--- src/rtl/srec_pkg.sv ---
package srec_pkg;
  typedef enum logic [1:0] {
    HS_IDLE = 2'd0,
    HS_PRE  = 2'd1,
    HS_HUNT = 2'd2,
    HS_LOCK = 2'd3
  } hunt_state_t;

  localparam logic [15:0] CSUM_SEED = 16'h0151;
  localparam int WORD_W = 16;
endpackage

--- src/rtl/srec_glitch_filter.sv ---
module srec_glitch_filter #(
  parameter int FILT_CYC = 3
) (
  input  logic clk,
  input  logic rst,
  input  logic raw_in,
  output logic clean
);
  localparam int FW = $clog2(FILT_CYC + 1);
  localparam logic [FW-1:0] LAST = FW'(FILT_CYC - 1);

  logic [FW-1:0] run_cnt;

  always_ff @(posedge clk) begin
    if (rst) begin
      clean   <= 1'b0;
      run_cnt <= '0;
    end else if (raw_in == clean) begin
      run_cnt <= '0;
    end else if (run_cnt == LAST) begin
      clean   <= raw_in;
      run_cnt <= '0;
    end else begin
      run_cnt <= run_cnt + 1'b1;
    end
  end

  // the filtered level only takes a value the raw input held just before
  p_filter_follows_r8: assert property (@(posedge clk) disable iff (rst)
    (clean != $past(clean)) |-> ($past(raw_in) == clean));
endmodule

--- src/rtl/srec_sync_hunt.sv ---
module srec_sync_hunt
  import srec_pkg::*;
#(
  parameter int PRE_US    = 200,
  parameter int ZERO_BITS = 32
) (
  input  logic clk,
  input  logic rst,
  input  logic arm,
  input  logic release_lock,
  input  logic us_tick,
  input  logic bit_stb,
  input  logic bit_val,
  output logic busy,
  output logic locked
);
  localparam int PW = $clog2(PRE_US + 1);
  localparam int ZW = $clog2(ZERO_BITS + 1);
  localparam logic [PW-1:0] PRE_LAST = PW'(PRE_US - 1);
  localparam logic [ZW-1:0] ZMAX     = ZW'(ZERO_BITS);

  hunt_state_t   st;
  logic [PW-1:0] pre_cnt;
  logic [ZW-1:0] zero_cnt;

  always_ff @(posedge clk) begin
    if (rst) begin
      st       <= HS_IDLE;
      pre_cnt  <= '0;
      zero_cnt <= '0;
    end else begin
      unique case (st)
        HS_IDLE: if (arm) begin
          st      <= HS_PRE;
          pre_cnt <= '0;
        end
        HS_PRE: if (us_tick) begin
          if (pre_cnt == PRE_LAST) begin
            st       <= HS_HUNT;
            zero_cnt <= '0;
          end else begin
            pre_cnt <= pre_cnt + 1'b1;
          end
        end
        HS_HUNT: if (bit_stb) begin
          if (!bit_val) begin
            if (zero_cnt != ZMAX) zero_cnt <= zero_cnt + 1'b1;
          end else if (zero_cnt == ZMAX) begin
            st <= HS_LOCK;
          end else begin
            zero_cnt <= '0;
          end
        end
        HS_LOCK: if (release_lock) st <= HS_IDLE;
        default: st <= HS_IDLE;
      endcase
    end
  end

  assign busy   = (st != HS_IDLE);
  assign locked = (st == HS_LOCK);

  // no lock can be reached straight out of the blind preamble
  p_blind_preamble_r2: assert property (@(posedge clk) disable iff (rst)
    (st == HS_PRE) |=> (st != HS_LOCK));
  // lock is entered only on a one-bit strobe after a full zero run
  p_lock_on_one_r3: assert property (@(posedge clk) disable iff (rst)
    (st == HS_HUNT && !(bit_stb && bit_val && zero_cnt == ZMAX)) |=> !locked);
  // record end drops sync
  p_unlock_after_done_r7: assert property (@(posedge clk) disable iff (rst)
    (locked && release_lock) |=> !locked);
endmodule

--- src/rtl/srec_word_unit.sv ---
module srec_word_unit
  import srec_pkg::*;
#(
  parameter int CNT_W = 9
) (
  input  logic             clk,
  input  logic             rst,
  input  logic             load,
  input  logic [CNT_W-1:0] count,
  input  logic             run,
  input  logic             bit_stb,
  input  logic             bit_val,
  output logic [15:0]      word_out,
  output logic             word_valid,
  output logic             done,
  output logic             csum_err
);
  logic             active;
  logic             in_csum;
  logic [CNT_W-1:0] left;
  logic [3:0]       bit_idx;
  logic [14:0]      sh;
  logic [15:0]      csum;
  logic [15:0]      nxt_word;

  assign nxt_word = {sh, bit_val};

  always_ff @(posedge clk) begin
    if (rst) begin
      active     <= 1'b0;
      in_csum    <= 1'b0;
      left       <= '0;
      bit_idx    <= '0;
      sh         <= '0;
      csum       <= CSUM_SEED;
      word_out   <= '0;
      word_valid <= 1'b0;
      done       <= 1'b0;
      csum_err   <= 1'b0;
    end else begin
      word_valid <= 1'b0;
      done       <= 1'b0;
      if (load) begin
        active   <= 1'b1;
        left     <= count;
        in_csum  <= (count == '0);
        bit_idx  <= '0;
        csum     <= CSUM_SEED;
        csum_err <= 1'b0;
      end else if (active && run && bit_stb) begin
        sh      <= nxt_word[14:0];
        bit_idx <= bit_idx + 1'b1;
        if (bit_idx == 4'd15) begin
          if (!in_csum) begin
            word_out   <= nxt_word;
            word_valid <= 1'b1;
            csum       <= csum ^ nxt_word;
            left       <= left - 1'b1;
            if (left == CNT_W'(1)) in_csum <= 1'b1;
          end else begin
            done     <= 1'b1;
            csum_err <= (nxt_word != csum);
            active   <= 1'b0;
          end
        end
      end
    end
  end

  // words are only produced while synchronized
  p_word_needs_lock_r4: assert property (@(posedge clk) disable iff (rst)
    word_valid |-> $past(run));
  // done is a single-cycle pulse
  p_done_pulse_r5: assert property (@(posedge clk) disable iff (rst)
    done |=> !done);
  // an error can only appear together with done
  p_err_at_done_r6: assert property (@(posedge clk) disable iff (rst)
    $rose(csum_err) |-> done);
endmodule

--- src/rtl/srec_reader.sv ---
module srec_reader
  import srec_pkg::*;
#(
  parameter int PRE_US    = 200,
  parameter int ZERO_BITS = 32,
  parameter int FILT_CYC  = 3,
  parameter int CNT_W     = 9
) (
  input  logic             clk,
  input  logic             rst,
  input  logic             us_tick,
  input  logic             start,
  input  logic [CNT_W-1:0] word_count,
  input  logic             bit_valid,
  input  logic             bit_in,
  output logic [15:0]      word_out,
  output logic             word_valid,
  output logic             done,
  output logic             csum_err
);
  logic clean_bit;
  logic busy;
  logic locked;
  logic arm;

  assign arm = start && !busy;

  srec_glitch_filter #(.FILT_CYC(FILT_CYC)) u_filt (
    .clk    (clk),
    .rst    (rst),
    .raw_in (bit_in),
    .clean  (clean_bit)
  );

  srec_sync_hunt #(.PRE_US(PRE_US), .ZERO_BITS(ZERO_BITS)) u_hunt (
    .clk          (clk),
    .rst          (rst),
    .arm          (arm),
    .release_lock (done),
    .us_tick      (us_tick),
    .bit_stb      (bit_valid),
    .bit_val      (clean_bit),
    .busy         (busy),
    .locked       (locked)
  );

  srec_word_unit #(.CNT_W(CNT_W)) u_word (
    .clk        (clk),
    .rst        (rst),
    .load       (arm),
    .count      (word_count),
    .run        (locked),
    .bit_stb    (bit_valid),
    .bit_val    (clean_bit),
    .word_out   (word_out),
    .word_valid (word_valid),
    .done       (done),
    .csum_err   (csum_err)
  );

  // once idle, nothing is emitted without a new start
  p_idle_quiet_r7: assert property (@(posedge clk) disable iff (rst)
    (!busy && !start) |=> !word_valid);
endmodule

--- config.mk ---
export PLATFORM = sky130hd
export DESIGN_NAME = srec_reader
export DESIGN_NICKNAME = d
export VERILOG_FILES = /design/src/rtl/srec_pkg.sv /design/src/rtl/srec_glitch_filter.sv /design/src/rtl/srec_sync_hunt.sv /design/src/rtl/srec_word_unit.sv /design/src/rtl/srec_reader.sv
export SDC_FILE = /design/constraint.sdc
export NUM_CORES = 1
export LEC_CHECK = 0
export BUFFER_PORTS_ARGS = -buffer_cell sky130_fd_sc_hd__clkbuf_2
export CAP_MARGIN = 15
export CORE_UTILIZATION = 45
export CTS_BUF_LIST = sky130_fd_sc_hd__clkbuf_4
export DETAILED_ROUTE_END_ITERATION = 10
export SLEW_MARGIN = 10
export SYNTH_ARGS = -nofsm -noshare
export SYNTH_HDL_FRONTEND = slang
export SYNTH_HIERARCHICAL = 1
export SYNTH_SLANG_ARGS = --single-unit
--- constraint.sdc ---
create_clock -name clk -period 4.7 [get_ports clk]
set_input_delay 0.94 -clock clk [delete_from_list [all_inputs] [get_ports clk]]
set_output_delay 0.94 -clock clk [all_outputs]
set_load 0.03 [all_outputs]
Word level (Yosys, flattened, before mapping)
Cells that the tools add are included.
{ "totals": {"out_inout_bits": 19, "wordCells": 108, "reg_bits": 84} }
{ "classes": {"n_addsub": 5, "n_mux": 34, "n_bitwise": 6, "reduce_logical": 26, "n_eq_ne": 22} }
{ "op_table": {"columns": ["op", "n"], "rows": [
  ["two-way mux 6 bit", 6],
  ["two-way mux 9 bit", 4],
  ["two-way mux 8 bit", 3],
  ["!= test 16 bit", 1],
  ["one-hot mux 8 bit (2 select lines)", 1],
  ["bitwise XOR 16 bit", 1],
  ["two-way mux 2 bit", 7],
  ["!= test 2 bit, second input constant", 7],
  ["one-hot mux 6 bit (2 select lines)", 1],
  ["AND reduction 3 bit", 4],
  ["nonzero test 2 bit", 6],
  ["two-way mux 1 bit", 11],
  ["equality test 9 x 1 -> 1 bit, second input constant", 1],
  ["logical NOT 9 bit", 1],
  ["subtractor 9 x 1 -> 9 bit, second input constant", 1],
  ["adder 8 x 1 -> 8 bit, second input constant", 1],
  ["equality test 8 bit, second input constant", 1],
  ["one-hot mux 2 bit (4 select lines)", 1],
  ["AND reduction 4 bit", 2],
  ["AND reduction 7 bit", 1],
  ["adder 6 x 1 -> 6 bit, second input constant", 1],
  ["equality test 2 bit, second input constant", 3],
  ["equality test 6 bit, second input constant", 1],
  ["!= test 6 bit, second input constant", 1],
  ["other kinds (17)", 26]
]} }

Longest topological paths before layout
{ "depth": {"depth_word": 6, "depth_mapped": 10, "mapped_depth_nobuf": 8} }

Hierarchy
Netlist, hierarchy kept.
{ "modules_own_cells": {"columns": ["mod", "instances", "area_per_inst_um2", "cells_each", "seq_area_each_um2"], "rows": [
  ["srec_word_unit", 1, 2871.5, 336, 1301.2],
  ["srec_sync_hunt", 1, 1022.2, 119, 320.3],
  ["srec_glitch_filter", 1, 111.4, 10, 60.1],
  ["srec_reader", 1, 13.8, 1, 0.0]
]} }

Worst setup path after synthesis
Ideal clock, no wire load.
{ "synth_timing": {"kind": "input -> register", "startpoint": "input port start", "endpoint": "register u_hunt.pre_cnt[7]", "t_required_ns": 4.630, "arrival_time_ns": 1.985, "setup_slack_ns": 2.645, "stages": 5, "path_cell_list": "nor2b_4 -> mux2_4 -> nand4_4 -> or4_1 -> a21oi_1"} }
{ "synth_via": {"elab_chain_cells": 3} }
{ "synth_lines": {"columns": ["item", "line", "text"], "rows": [
  ["from (decl)", "srec_reader.sv:12", "input logic start,"],
  ["logical AND 1 bit", "srec_reader.sv:26", "assign arm = start && !busy;"],
  ["!= test 2 bit (no source line)", null, null],
  ["AND reduction 4 bit (no source line)", null, null],
  ["to (signal assigned)", "srec_sync_hunt.sv:42", "pre_cnt <= pre_cnt + 1'b1;"],
  ["to (decl)", "srec_sync_hunt.sv:23", "logic [PW-1:0] pre_cnt;"]
]} }
No other way between the ends.
A chain may end at the register's enable or synchronous reset.

Final worst setup path
{ "layout_timing": {"startpoint": "register u_hunt.st[0]", "endpoint": "register u_word.word_out[11]"} }
{ "layout_via": {"elab_chain_cells": 5} }
{ "layout_lines": {"columns": ["item", "line", "text"], "rows": [
  ["from (decl)", "srec_sync_hunt.sv:22", "hunt_state_t st;"],
  ["from (signal assigned)", "srec_sync_hunt.sv:28", "st <= HS_IDLE;"],
  ["from (signal assigned)", "srec_sync_hunt.sv:34", "st <= HS_PRE;"],
  ["from (signal assigned)", "srec_sync_hunt.sv:39", "st <= HS_HUNT;"],
  ["nonzero test 2 bit", "srec_sync_hunt.sv:60", "assign busy = (st != HS_IDLE);"],
  ["via busy", "srec_reader.sv:22", "logic busy;"],
  ["logical NOT 1 bit", "srec_reader.sv:26", null],
  ["logical AND 1 bit", "srec_reader.sv:26", null],
  ["via arm", "srec_reader.sv:24", "logic arm;"],
  ["inverter 1 bit (no source line)", null, null],
  ["AND reduction 4 bit (no source line)", null, null],
  ["to (signal assigned)", "srec_word_unit.sv:55", "word_out <= nxt_word;"],
  ["to (decl)", "srec_word_unit.sv:13", "output logic [15:0] word_out,"]
]} }
The timed path passes the listed nets, and every way through them passes these cells.

==> summary by stage <==
Status
The flow ran to the end, and the final reports show no timing, DRC or antenna violations.

Clock tree
The CTS tree is done. After clock tree synthesis, the flow added hold-fix buffers numbering 0. The maximum clock path buffer count is 2.

The clock reaches the later pin of the worst-skew pair after 0.45 ns. In this run, CTS created clock tree buffers numbering 9. The clock transition at the register clock pins on the worst setup and hold paths after CTS is 0.14 ns. The cell at the root of the clock tree is clkbuf_4. The post-CTS setup-driven buffer insertion count is 0. After clock tree synthesis, the repair step resized 0 gates. The H-tree generated during clock tree synthesis spans 3 levels. CTS saw 84 sinks.

Final layout
At the end of the flow, the number of nets in the layout was 516. The library cell used most frequently in the layout, excluding fill and tap cells, is dfxtp_1. Of the cells placed in the final design, the portion with a size suffix greater than 1 is 0.1377. The number of filler instances in the final layout is 898. The cell area after layout is 0.004342 sq mm. The repair_antennas step left the layout with diodes totalling 0. Compared with the post-synthesis result, the final layout area differs by 8.032%. Excluding fillers, the count of instances in the completed layout stands at 602. In the layout the commonest cells are dfxtp_1 (84), nand2_1 (76), a21oi_1 (46), clkbuf_2 (33), nor2_1 (32).

Placement
The setup slack after placement is 1.924 ns. The placed instances occupy a cell area of 0.004199 sq mm. The routability congestion estimate from global placement is 0.8108. The placed wire-length estimate is 5.684 mm. The number of input and output port buffers inserted is 33.

After detailed placement, the design holds a cell count of 586.

Worst setup path
The element type at the critical path end is a register. Measured in cells, the most critical reg-to-reg path has a length of 8. The arrival time at the worst endpoint is 2.76 ns.

STA classifies the critical path startpoint as a register. The maximum fanout along the worst path is 16. By startpoint and endpoint, the worst setup path is classified as reg2reg. The setup check on the worst reg-to-reg path leaves a slack of 2.26 ns. For the worst setup path, the data required time is 5.01 ns.

Synth
Yosys attributes the largest share of cell area to dfxtp_1 (42%), nand2_1 (7.1%), a21oi_1 (5.7%). Summed over all instances, the cell type with the most area after synthesis is dfxtp_1. Of the post-synthesis cell area, the dominant cell type holds 0.4184. The number of different library cells in the post-synthesis netlist is 57. Of the synthesized area, sequential elements account for 0.4184. Counting every net in the synthesized netlist gives 493.

The synthesized instance count is 466. Yosys mapped a number of flops with a built-in enable equal to 0. The fraction of synthesis flops using an asynchronous set or reset pin is 0. The synthesized design contains 84 register bits. The total number of yosys warnings is 6.

The commonest register cell after synthesis is dfxtp_1. The cell area after synthesis is 0.004019 sq mm. A synthesized cell averages 8.624 sq um.

Global route
The number of antenna violations at the first check in global routing is 0. Entering global routing, the biggest net connects 41 pins. The number of global-route vias before repair is 3,046. For this run, the total global-route usage over all layers was measured as 0.2004. Summed over all layers, the global routing overflow is 0. The first global-routing pass estimated 14.25 mm of wire.

Detailed routing
The number of DRC violations after detailed routing is 0. The violation count after the first detailed-route iteration is 143. The total iterations of the first detailed-routing run is 5. The number of vias per cell after detailed routing is 5.392. Summing over every cut layer, the via total after detailed routing is 3,246.

The number of nets still failing antenna checks after routing is 0. The routed wire length is 8.467 mm. After detailed routing, the average wire length per cell comes to 14.06 microns.

Pwr
In this run the static leakage power is 1.475 nW. Across the VDD grid, the largest voltage drop is 0.1580 mV. In this run the power density over the cells is 372.3 mW/mm^2.

Timing
The minimum period implied by the final worst setup slack is 2.445 ns. The share of the clock period used by the worst path is 0.5201. The final number of hold-violating endpoints is 0. For the pin with the worst max-slew slack, the measured transition is 1.131 ns. The number of endpoints failing setup at the final stage is 0. Setup slack on the critical path of the routed design comes to 2.255 ns. Based on the critical path, the design can be clocked at up to 0.4090 GHz. The clock tree skew after final layout is 0.01091 ns.

The number of max-slew violations in the final report came to 0. Setup repair after global routing left no endpoint under its margin. The final hold slack is 0.4303 ns. The headroom to the max-slew limit is 0.2458. The summed negative setup slack over all endpoints is 0 ns.

Hold path
Counting instances, the worst hold path has a depth of 1. The min-delay analysis places its worst path in the category reg2reg.

Floorplan
The die is 96.50 microns wide. For this configuration, the core starts out at a cell density of 0.4631. The y dimension of the die is 96.50 microns.

The number of placement rows is 34. 34 I/O pins were placed. The full die area is 0.009312 sq mm. The core outline area is 0.008678 sq mm.

Flow run
The total of max-cap violations is 0.
## area by class of cell
class                      count  area, sq um  area share
inverter                      16        60.06     0.01383
tap                          108        135.1     0.03112
clock inverter                 7        75.07     0.01729
sequential                    84         1682      0.3873
timing repair buffer          35        180.2     0.04150
clock buffer                   9        67.56     0.01556
multi-input combinational    343         2142      0.4934
## Yosys cell counts (all sizes together), types with 2 or more instances
master / count
clkbuf: 11
a211oi: 7
nor2: 33
nand3: 27
nor2b: 3
nor3: 9
and3: 3
mux2i: 3
a31oi: 4
nand2b: 5
xnor2: 19
nor3b: 2
xor2: 24
a41oi: 2
ha: 12
nand2: 77
nand4b: 4
inv: 16
a21oi: 46
o21a: 2
o31ai: 2
a311oi: 3
nor4: 7
buf: 12
and4b: 2
or3: 5
dfxtp: 84
and2: 2
o21ai: 12
nand4: 14
## kinds of logic (layout without fill, tap and decap cells)
family          after synthesis  count (layout)  share of synthesized area
simple gates                199             199                     0.2606
compound gates               85              85                     0.1301
flops                        84              84                     0.4184
xor+xnor                     43              43                    0.09371
buf+inv                      39              67                    0.04857
fa+ha+maj                    12              12                    0.03736
mux                           4               4                    0.01121
## state kept, by name, indices dropped and copies added (netlist names), 2 cells and up
register	flops
u_hunt/pre_cnt	8
u_word/sh	15
u_word/csum	16
u_hunt/zero_cnt	6
u_hunt/st	2
u_word/word_out	16
u_word/left	9
u_word/bit_idx	4
u_filt/run_cnt	2
## per-stage QoR
stage / util / power (mW)
finish: 0.5003 / 1.616
global route: 0.5003 / 1.718
CTS: 0.5003 / 1.633
detailed placement: 0.4839 / 1.198
global placement: 0.4839 / 1.192
floorplan: - / 1.117
## path summary, 6_finish.rpt
check / startpoint / to
max: u_hunt/st[0] / u_word/word_out[11]
min: u_filt/run_cnt[0] / u_filt/run_cnt[0]
max reg2reg: u_hunt/st[0] / u_word/word_out[11]
min reg2reg: u_filt/run_cnt[0] / u_filt/run_cnt[0]
## worst max-delay path, stage by stage (launching register included)
cell     delay (ns)
dfxtp_1        0.40
inv_1          0.11
ha_1           0.26
inv_1          0.11
nor2b_4        0.08
and4b_1        0.73
nand2_2        0.37
nand2_1        0.17
a21oi_1        0.08
## routing by layer
layer | GRT usage | wire length, microns | up-vias
li1 | - | - | 1669
met1 | 0.2573 | 4190 | 1521
met2 | 0.3239 | 3838 | 45
met3 | 0.03678 | 297 | 11
met4 | 0.09436 | 142 | 0
met5 | 0 | 0 | -
## where the power goes
part           switching, mW  internal (mW)  leakage, nW  total, mW
combinational          0.239          0.152        0.724      0.390
clock                  0.269          0.165       0.0706      0.433
sequential            0.0441          0.749        0.680      0.793
total                  0.551           1.06         1.47       1.62
No activity file was read; power rests on OpenSTA's default activity.
